$ cat src/rtl/pwm_tbase_pkg.sv
package pwm_tbase_pkg;
   typedef enum logic [1:0] {
      MODE_HOLD   = 2'd0,
      MODE_UP     = 2'd1,
      MODE_DOWN   = 2'd2,
      MODE_UPDOWN = 2'd3
   } tb_mode_e;

   localparam logic [1:0] RUN_FREE = 2'd2;
endpackage

$ cat src/rtl/pwm_prescaler.sv
module pwm_prescaler #(
   parameter int PRE_W = 8
) (
   input  logic             clk,
   input  logic             rst_n,
   input  logic             en,
   input  logic             clear,
   input  logic [PRE_W-1:0] limit,
   output logic             tick
);
   logic [PRE_W-1:0] acc;
   logic             at_lim;

   // >= so that lowering the limit below the accumulator still fires
   assign at_lim = (acc >= limit);
   assign tick   = en && !clear && at_lim;

   always_ff @(posedge clk or negedge rst_n) begin
      if (!rst_n)       acc <= '0;
      else if (clear)   acc <= '0;
      else if (en)      acc <= at_lim ? '0 : acc + 1'b1;
   end
endmodule

$ cat src/rtl/pwm_sync_detect.sv
module pwm_sync_detect (
   input  logic clk,
   input  logic rst_n,
   input  logic tog,
   output logic req
);
   logic last_q;

   assign req = tog ^ last_q;

   always_ff @(posedge clk or negedge rst_n) begin
      if (!rst_n) last_q <= 1'b0;
      else        last_q <= tog;
   end
endmodule

$ cat src/rtl/pwm_step.sv
module pwm_step
   import pwm_tbase_pkg::*;
#(
   parameter int CNT_W = 16
) (
   input  tb_mode_e         mode,
   input  logic [CNT_W-1:0] cnt,
   input  logic             dir,
   input  logic [CNT_W-1:0] period,
   output logic [CNT_W-1:0] nxt,
   output logic             ndir,
   output logic             tag_down
);
   localparam logic [CNT_W-1:0] ONE = CNT_W'(1);

   logic [CNT_W-1:0] inc, dec;
   assign inc = cnt + ONE;
   assign dec = cnt - ONE;

   always_comb begin
      nxt      = cnt;
      ndir     = dir;
      tag_down = 1'b0;
      unique case (mode)
         MODE_UP: begin
            nxt  = (cnt >= period) ? '0 : inc;
            ndir = 1'b0;
         end
         MODE_DOWN: begin
            nxt      = (cnt == '0) ? period : dec;
            ndir     = 1'b1;
            tag_down = 1'b1;
         end
         MODE_UPDOWN: begin
            if (period == '0) begin
               nxt  = '0;
               ndir = 1'b0;
            end else if (!dir) begin
               if (cnt >= period) begin
                  nxt      = dec;
                  ndir     = (dec != '0);
                  tag_down = 1'b1;
               end else begin
                  nxt  = inc;
                  ndir = (inc >= period);
               end
            end else begin
               if (cnt == '0) begin
                  nxt  = ONE;
                  ndir = (ONE >= period);
               end else begin
                  nxt      = dec;
                  ndir     = (dec != '0);
                  tag_down = 1'b1;
               end
            end
         end
         default: ;
      endcase
   end
endmodule

$ cat src/rtl/pwm_timebase.sv
module pwm_timebase
   import pwm_tbase_pkg::*;
#(
   parameter int CNT_W = 16,
   parameter int PRE_W = 8
) (
   input  logic             clk,
   input  logic             rst_n,
   input  logic [PRE_W-1:0] cfg_prescale,
   input  logic [CNT_W-1:0] cfg_period,
   input  logic [1:0]       cfg_mode,
   input  logic [1:0]       cfg_run,
   input  logic             sw_sync_tog,
   input  logic [CNT_W-1:0] sync_phase,
   input  logic             sync_down,
   output logic [CNT_W-1:0] count_o,
   output logic             dir_down_o,
   output logic             evt_zero,
   output logic             evt_period,
   output logic             evt_dir
);
   generate
      if (CNT_W < 2 || CNT_W > 32) begin : g_bad_cnt_w
         $error("pwm_timebase: CNT_W must lie in 2..32");
      end
      if (PRE_W < 1 || PRE_W > 16) begin : g_bad_pre_w
         $error("pwm_timebase: PRE_W must lie in 1..16");
      end
   endgenerate

   tb_mode_e         mode;
   logic             active, tick, sync_req;
   logic [CNT_W-1:0] cnt_q, nxt;
   logic             dir_q, ndir, tag_down;
   logic             ez_q, ep_q, ed_q;

   assign mode   = tb_mode_e'(cfg_mode);
   assign active = (mode != MODE_HOLD) && (cfg_run == RUN_FREE);

   pwm_sync_detect u_sync (
      .clk   (clk),
      .rst_n (rst_n),
      .tog   (sw_sync_tog),
      .req   (sync_req)
   );

   pwm_prescaler #(.PRE_W(PRE_W)) u_pre (
      .clk   (clk),
      .rst_n (rst_n),
      .en    (active),
      .clear (sync_req),
      .limit (cfg_prescale),
      .tick  (tick)
   );

   pwm_step #(.CNT_W(CNT_W)) u_step (
      .mode     (mode),
      .cnt      (cnt_q),
      .dir      (dir_q),
      .period   (cfg_period),
      .nxt      (nxt),
      .ndir     (ndir),
      .tag_down (tag_down)
   );

   always_ff @(posedge clk or negedge rst_n) begin
      if (!rst_n) begin
         cnt_q <= '0;
         dir_q <= 1'b0;
         ez_q  <= 1'b0;
         ep_q  <= 1'b0;
         ed_q  <= 1'b0;
      end else if (sync_req) begin
         cnt_q <= sync_phase;
         dir_q <= sync_down;
         ez_q  <= 1'b0;
         ep_q  <= 1'b0;
         ed_q  <= 1'b0;
      end else if (tick) begin
         cnt_q <= nxt;
         dir_q <= ndir;
         ez_q  <= (nxt == '0);
         ep_q  <= (nxt == cfg_period);
         ed_q  <= tag_down && ((nxt == '0) || (nxt == cfg_period));
      end else begin
         ez_q  <= 1'b0;
         ep_q  <= 1'b0;
         ed_q  <= 1'b0;
      end
   end

   assign count_o    = cnt_q;
   assign dir_down_o = dir_q;
   assign evt_zero   = ez_q;
   assign evt_period = ep_q;
   assign evt_dir    = ed_q;
endmodule

$ cat config.mk
export PLATFORM = sky130hd
export DESIGN_NAME = pwm_timebase
export DESIGN_NICKNAME = d
export VERILOG_FILES = /design/src/rtl/pwm_tbase_pkg.sv /design/src/rtl/pwm_prescaler.sv /design/src/rtl/pwm_sync_detect.sv /design/src/rtl/pwm_step.sv /design/src/rtl/pwm_timebase.sv
export SDC_FILE = /design/constraint.sdc
export NUM_CORES = 1
export LEC_CHECK = 0
export BUFFER_PORTS_ARGS = -buffer_cell sky130_fd_sc_hd__buf_2
export CAP_MARGIN = 20
export CORE_UTILIZATION = 54
export CTS_CLUSTER_DIAMETER = 100
export DETAILED_ROUTE_END_ITERATION = 10
export GPL_TIMING_DRIVEN = 0
export PLACE_DENSITY = 0.79
export SYNTH_ARGS = -nofsm -noshare
export SYNTH_HDL_FRONTEND = slang
export SYNTH_SLANG_ARGS = --single-unit
$ cat constraint.sdc
create_clock -name clk -period 3.3 [get_ports clk]
set_input_delay 0.165 -clock clk [delete_from_list [all_inputs] [get_ports clk]]
set_output_delay 0.165 -clock clk [all_outputs]
set_load 0.1 [all_outputs]
==> results.txt <==
The post-detailed-route count of antenna-violating nets is 0. The I/O pin count is roughly 70. The clock-pin slew on the worst setup and hold paths is approximately 60 ps. The final setup violation count is 4. The filler-free cell count of the finished design is 806. The die outline area came out at about 9000 sq um. The number of buffers inserted during clock tree synthesis is 5. The cell count after synthesis came out at between 500 and 600. Detailed routing inserted a total of 5,643 vias. The final critical-path share of the clock period came out at 110.3%. The post-detailed-placement half-perimeter wirelength came out at ~14,000 um. The arrival time reported for the critical path endpoint came out at between 3000 and 4000 ps.

Clock tree synthesis selected as its root buffer the cell clkbuf_8. The maximum frequency from static timing analysis came out at ~270 MHz. The share of final-layout standard cells stronger than drive strength 1 is a little under 30%.

The worst path setup slack after routing is -339.6 ps. In this run the register-to-register setup slack is -320 ps. After the first detailed-routing iteration, the DRC count stood at between 600 and 700. The effective utilization at floorplan is 55.51%. The min-delay analysis places its worst path in the category input pin to flop. The insertion delay of the later-clocked pin in the worst-skew pair came out at between 200 and 300 ps.

The clock drives 29 sinks. The cell that appears most often on the critical path is clkbuf_1. The die is approximately 94 um tall. The clock passes through at most 2 buffers. Setup repair after global routing could not meet its margin everywhere. The run finished, with violations left. The critical path's largest stage delay is 660 ps. The residual DRC count is 0.

The largest fanout of any net on the critical path came out at 10. The number of buffers and inverters on the critical path is 5. The post-synthesis sequential element count is 29. The count of maximum capacitance violations is 0. The area of the core region is between 8000 and 9000 sq um.

The max-slew headroom at the worst pin came out at 45.31%. The clock skew after layout came out at 5.839 ps. The share of synthesized flip-flops with an asynchronous set or reset came out at 100.0%.

Yosys mapped the design onto 81 distinct sky130hd cell types. The number of fill cells is about 700. The category of the most critical setup path is input pin to flop. The first global-routing pass estimated roughly 28,000 um of wire. The pin slew with the least headroom to its limit came out at about 800 ps. In the layout the commonest cells are buf_2, nand2_1, o21ai_0, ha_1, inv_1. The number of synthesis warnings is 0. The depth of the worst register-to-register path came out at 11.

The floorplan has 33 rows. The detailed-routing iteration count for the pre-antenna-repair pass came out at 6. The post-placement cell count came out at about 770. Counting instances, the worst hold path has a depth of 1. STA classifies the critical path endpoint as a flop. The final reports fail on negative setup slack.

The number of H-tree branching levels came out at 2. The worst slack after detailed placement is -884.2 ps. Grouping stages by cell kind, the critical path spends the most delay in buffers and inverters. Routability-driven placement finished with a final weighted congestion of 1.046. The max-slew violation count is 0. The die outline width is about 94 um.

The final sum of negative setup slack came out at -779.6 ps. The detailed-route wire length per cell came out at around 24 um. Summing every instance area after synthesis gives around 4500 sq um. Yosys mapped a number of flops with a built-in enable equal to 0.

The largest net degree at the start of global routing is 30. In the routed layout, each cell is associated on average with a via count of 7.001. The critical path goes through buf_2 > inv_1 > ha_1 > clkbuf_1 > clkbuf_1 > clkbuf_1 > a32oi_2 > xnor2_1 > nor4_2 > and4_4 > o22a_1. The startpoint of the worst register-to-register path is count_o[13]$_DFFE_PN0P_. The maximum ir drop on the vdd rail came out at between 300 and 400 uV. TritonCTS built the clock tree. The most common library cell in the layout ignoring fill and taps is buf_2. The share of the yosys chip area belonging to registers came out at between 10% and 20%. The critical path required time is roughly 3500 ps. The ratio of total power to cell area is approximately 400 nW/um^2. The quantity of I/O buffers inserted on ports came out at 67.

The worst register-to-register path ends at evt_dir$_DFF_PN0_. The wire length reported by the detailed router came out at just under 20,000 um. The number of global-route vias before repair came out at roughly 5,100. The count of inserted antenna diode cells is 0.

The largest individual stage delay along the critical path comes from the cell clkbuf_1. The sum of overflow across all layers after global routing is 0. The average instance in the mapped netlist occupies between 7 and 8 sq um. The relative area change from synthesis to final layout came out at 27.24%. The worst setup path is launched from an input pin.

The startpoint of the most critical hold path is sw_sync_tog. In this run the static leakage power is 2.476 nW. The initial antenna violation count is 0.

The combined global-route utilization of all metal layers is around 43%. Hold is met by 54.51 ps. The most used flip-flop cell after synthesis is dfrtp_1. When the netlist entered floorplanning its net count stood at between 600 and 700. The worst hold path terminates at u_sync.last_q$_DFF_PN0_. After layout, the minimum clock period comes to approximately 3600 ps. The share of the core filled with cells in the final layout is between 70% and 80%. The number of endpoints with negative hold slack in the final report came out at 0. After the last flow step, the layout net total stands at 797.
## worst max path at each step
stage / start / end / slack [ps] / depth (start not counted)
after floorplan: count_o[0]$_DFFE_PN0P_ / evt_dir$_DFF_PN0_ / -80 / 14
after global placement: cfg_period[11] / evt_dir$_DFF_PN0_ / -890 / 13
after detailed placement: cfg_period[9] / evt_dir$_DFF_PN0_ / -880 / 13
after CTS: count_o[0]$_DFFE_PN0P_ / evt_dir$_DFF_PN0_ / -350 / 14
after global routing: count_o[13]$_DFFE_PN0P_ / evt_dir$_DFF_PN0_ / -370 / 13
final: cfg_mode[0] / evt_dir$_DFF_PN0_ / -340 / 11
## area by class of cell
cell class	instances	area, sq um	area share [%]
buffer	30	185.2	3.207
timing repair buffer	99	581.8	10.08
tap	105	131.4	2.275
clock inverter	2	10.01	0.1733
clock buffer	6	72.57	1.257
sequential	29	753.2	13.04
inverter	42	173.9	3.012
multi-input combinational	493	3866	66.96
## synthesized netlist by cell type (all sizes together) (3+ instances only)
| library cell | n | area [sq um] |
|---|---|---|
| nor2 | 35 | 131.4 |
| nand4 | 16 | 106.4 |
| buf | 15 | 91.33 |
| o22ai | 4 | 25.02 |
| o21ai | 52 | 260.3 |
| clkbuf | 18 | 67.56 |
| xnor2 | 31 | 271.5 |
| nor4 | 22 | 188.9 |
| nor3b | 4 | 30.03 |
| or4 | 7 | 56.30 |
| o21a | 3 | 22.52 |
| a21o | 8 | 60.06 |
| and4 | 5 | 43.79 |
| ha | 49 | 613.1 |
| xor2 | 10 | 87.58 |
| a2111oi | 6 | 71.32 |
| dfrtp | 29 | 725.7 |
| a31oi | 7 | 43.79 |
| and3 | 10 | 62.56 |
| a32oi | 4 | 50.05 |
| nand2 | 63 | 239.0 |
| nand3 | 19 | 100.1 |
| nor2b | 3 | 18.77 |
| inv | 40 | 150.1 |
| o211ai | 3 | 22.52 |
| a22oi | 6 | 45.04 |
| a211o | 5 | 43.79 |
| mux2i | 4 | 40.04 |
| or3 | 8 | 50.05 |
| o32a | 3 | 30.03 |
| nor3 | 18 | 101.4 |
| a21oi | 23 | 115.1 |
| o31ai | 8 | 70.06 |
| nand2b | 13 | 88.83 |
| a211oi | 10 | 80.07 |
## power breakdown
group / switching [mW] / internal, mW
clock network: 0.143 / 0.146
registers: 0.0739 / 0.397
logic: 1.02 / 0.523
total: 1.24 / 1.07
## worst reg2reg max path: cells and delay by family (launching register included)
family          cells  cell delay (ps)
compound gates      6             1950
simple gates        3              710
flops               1              440
fa+ha+maj           1              310
xor+xnor            1              140
## repair_timing
| action | 4_1_cts | 5_1_grt |
|---|---|---|
| endpoints found under the hold margin | 29 | 0 |
| pin swaps | 14 | 19 |
| gates cloned | 1 | 0 |
| setup buffers | 16 | 14 |
| endpoints found under the setup margin | 4 | 6 |
| hold buffers | 1 | 0 |
| gates resized for setup | 39 | 37 |
## metrics by stage
stage / total power, mW / cell area [sq um]
floorplan: 1.361 / 4601
CTS: 2.121 / 5465
detailed placement: 1.723 / 5067
global route: 2.384 / 5774
global placement: 1.710 / 5067
finish: 2.301 / 5774
## layer usage
layer  track usage, %  share of wire [%]  vias to the layer above
met1            55.84                 37                     2600
met3            11.41                 13                      124
met5                0                  0                        -
met2            66.73                 44                      489
li1                 -                  -                     2430
met4            22.05                5.9                        0
## flip-flops by register name, indices dropped and copies added (netlist names)
register	count
u_sync.last_q	1
evt_period	1
dir_down_o	1
evt_dir	1
u_pre.acc	8
evt_zero	1
count_o	16
## cells by family (layout without fill, tap and decap cells)
family | after synthesis | after routing | share of synthesized area, %
buffers and inverters | 75 | 179 | 6.975
AOI/OAI and AO/OA | 169 | 169 | 26.44
and+or+nand+nor | 228 | 228 | 27.79
adders and majority gates | 49 | 49 | 13.51
muxes | 6 | 6 | 1.379
xor gates and xnor gates | 41 | 41 | 7.913
DFF | 29 | 29 | 15.99
Note: power is estimated with default switching activity, not from simulation.
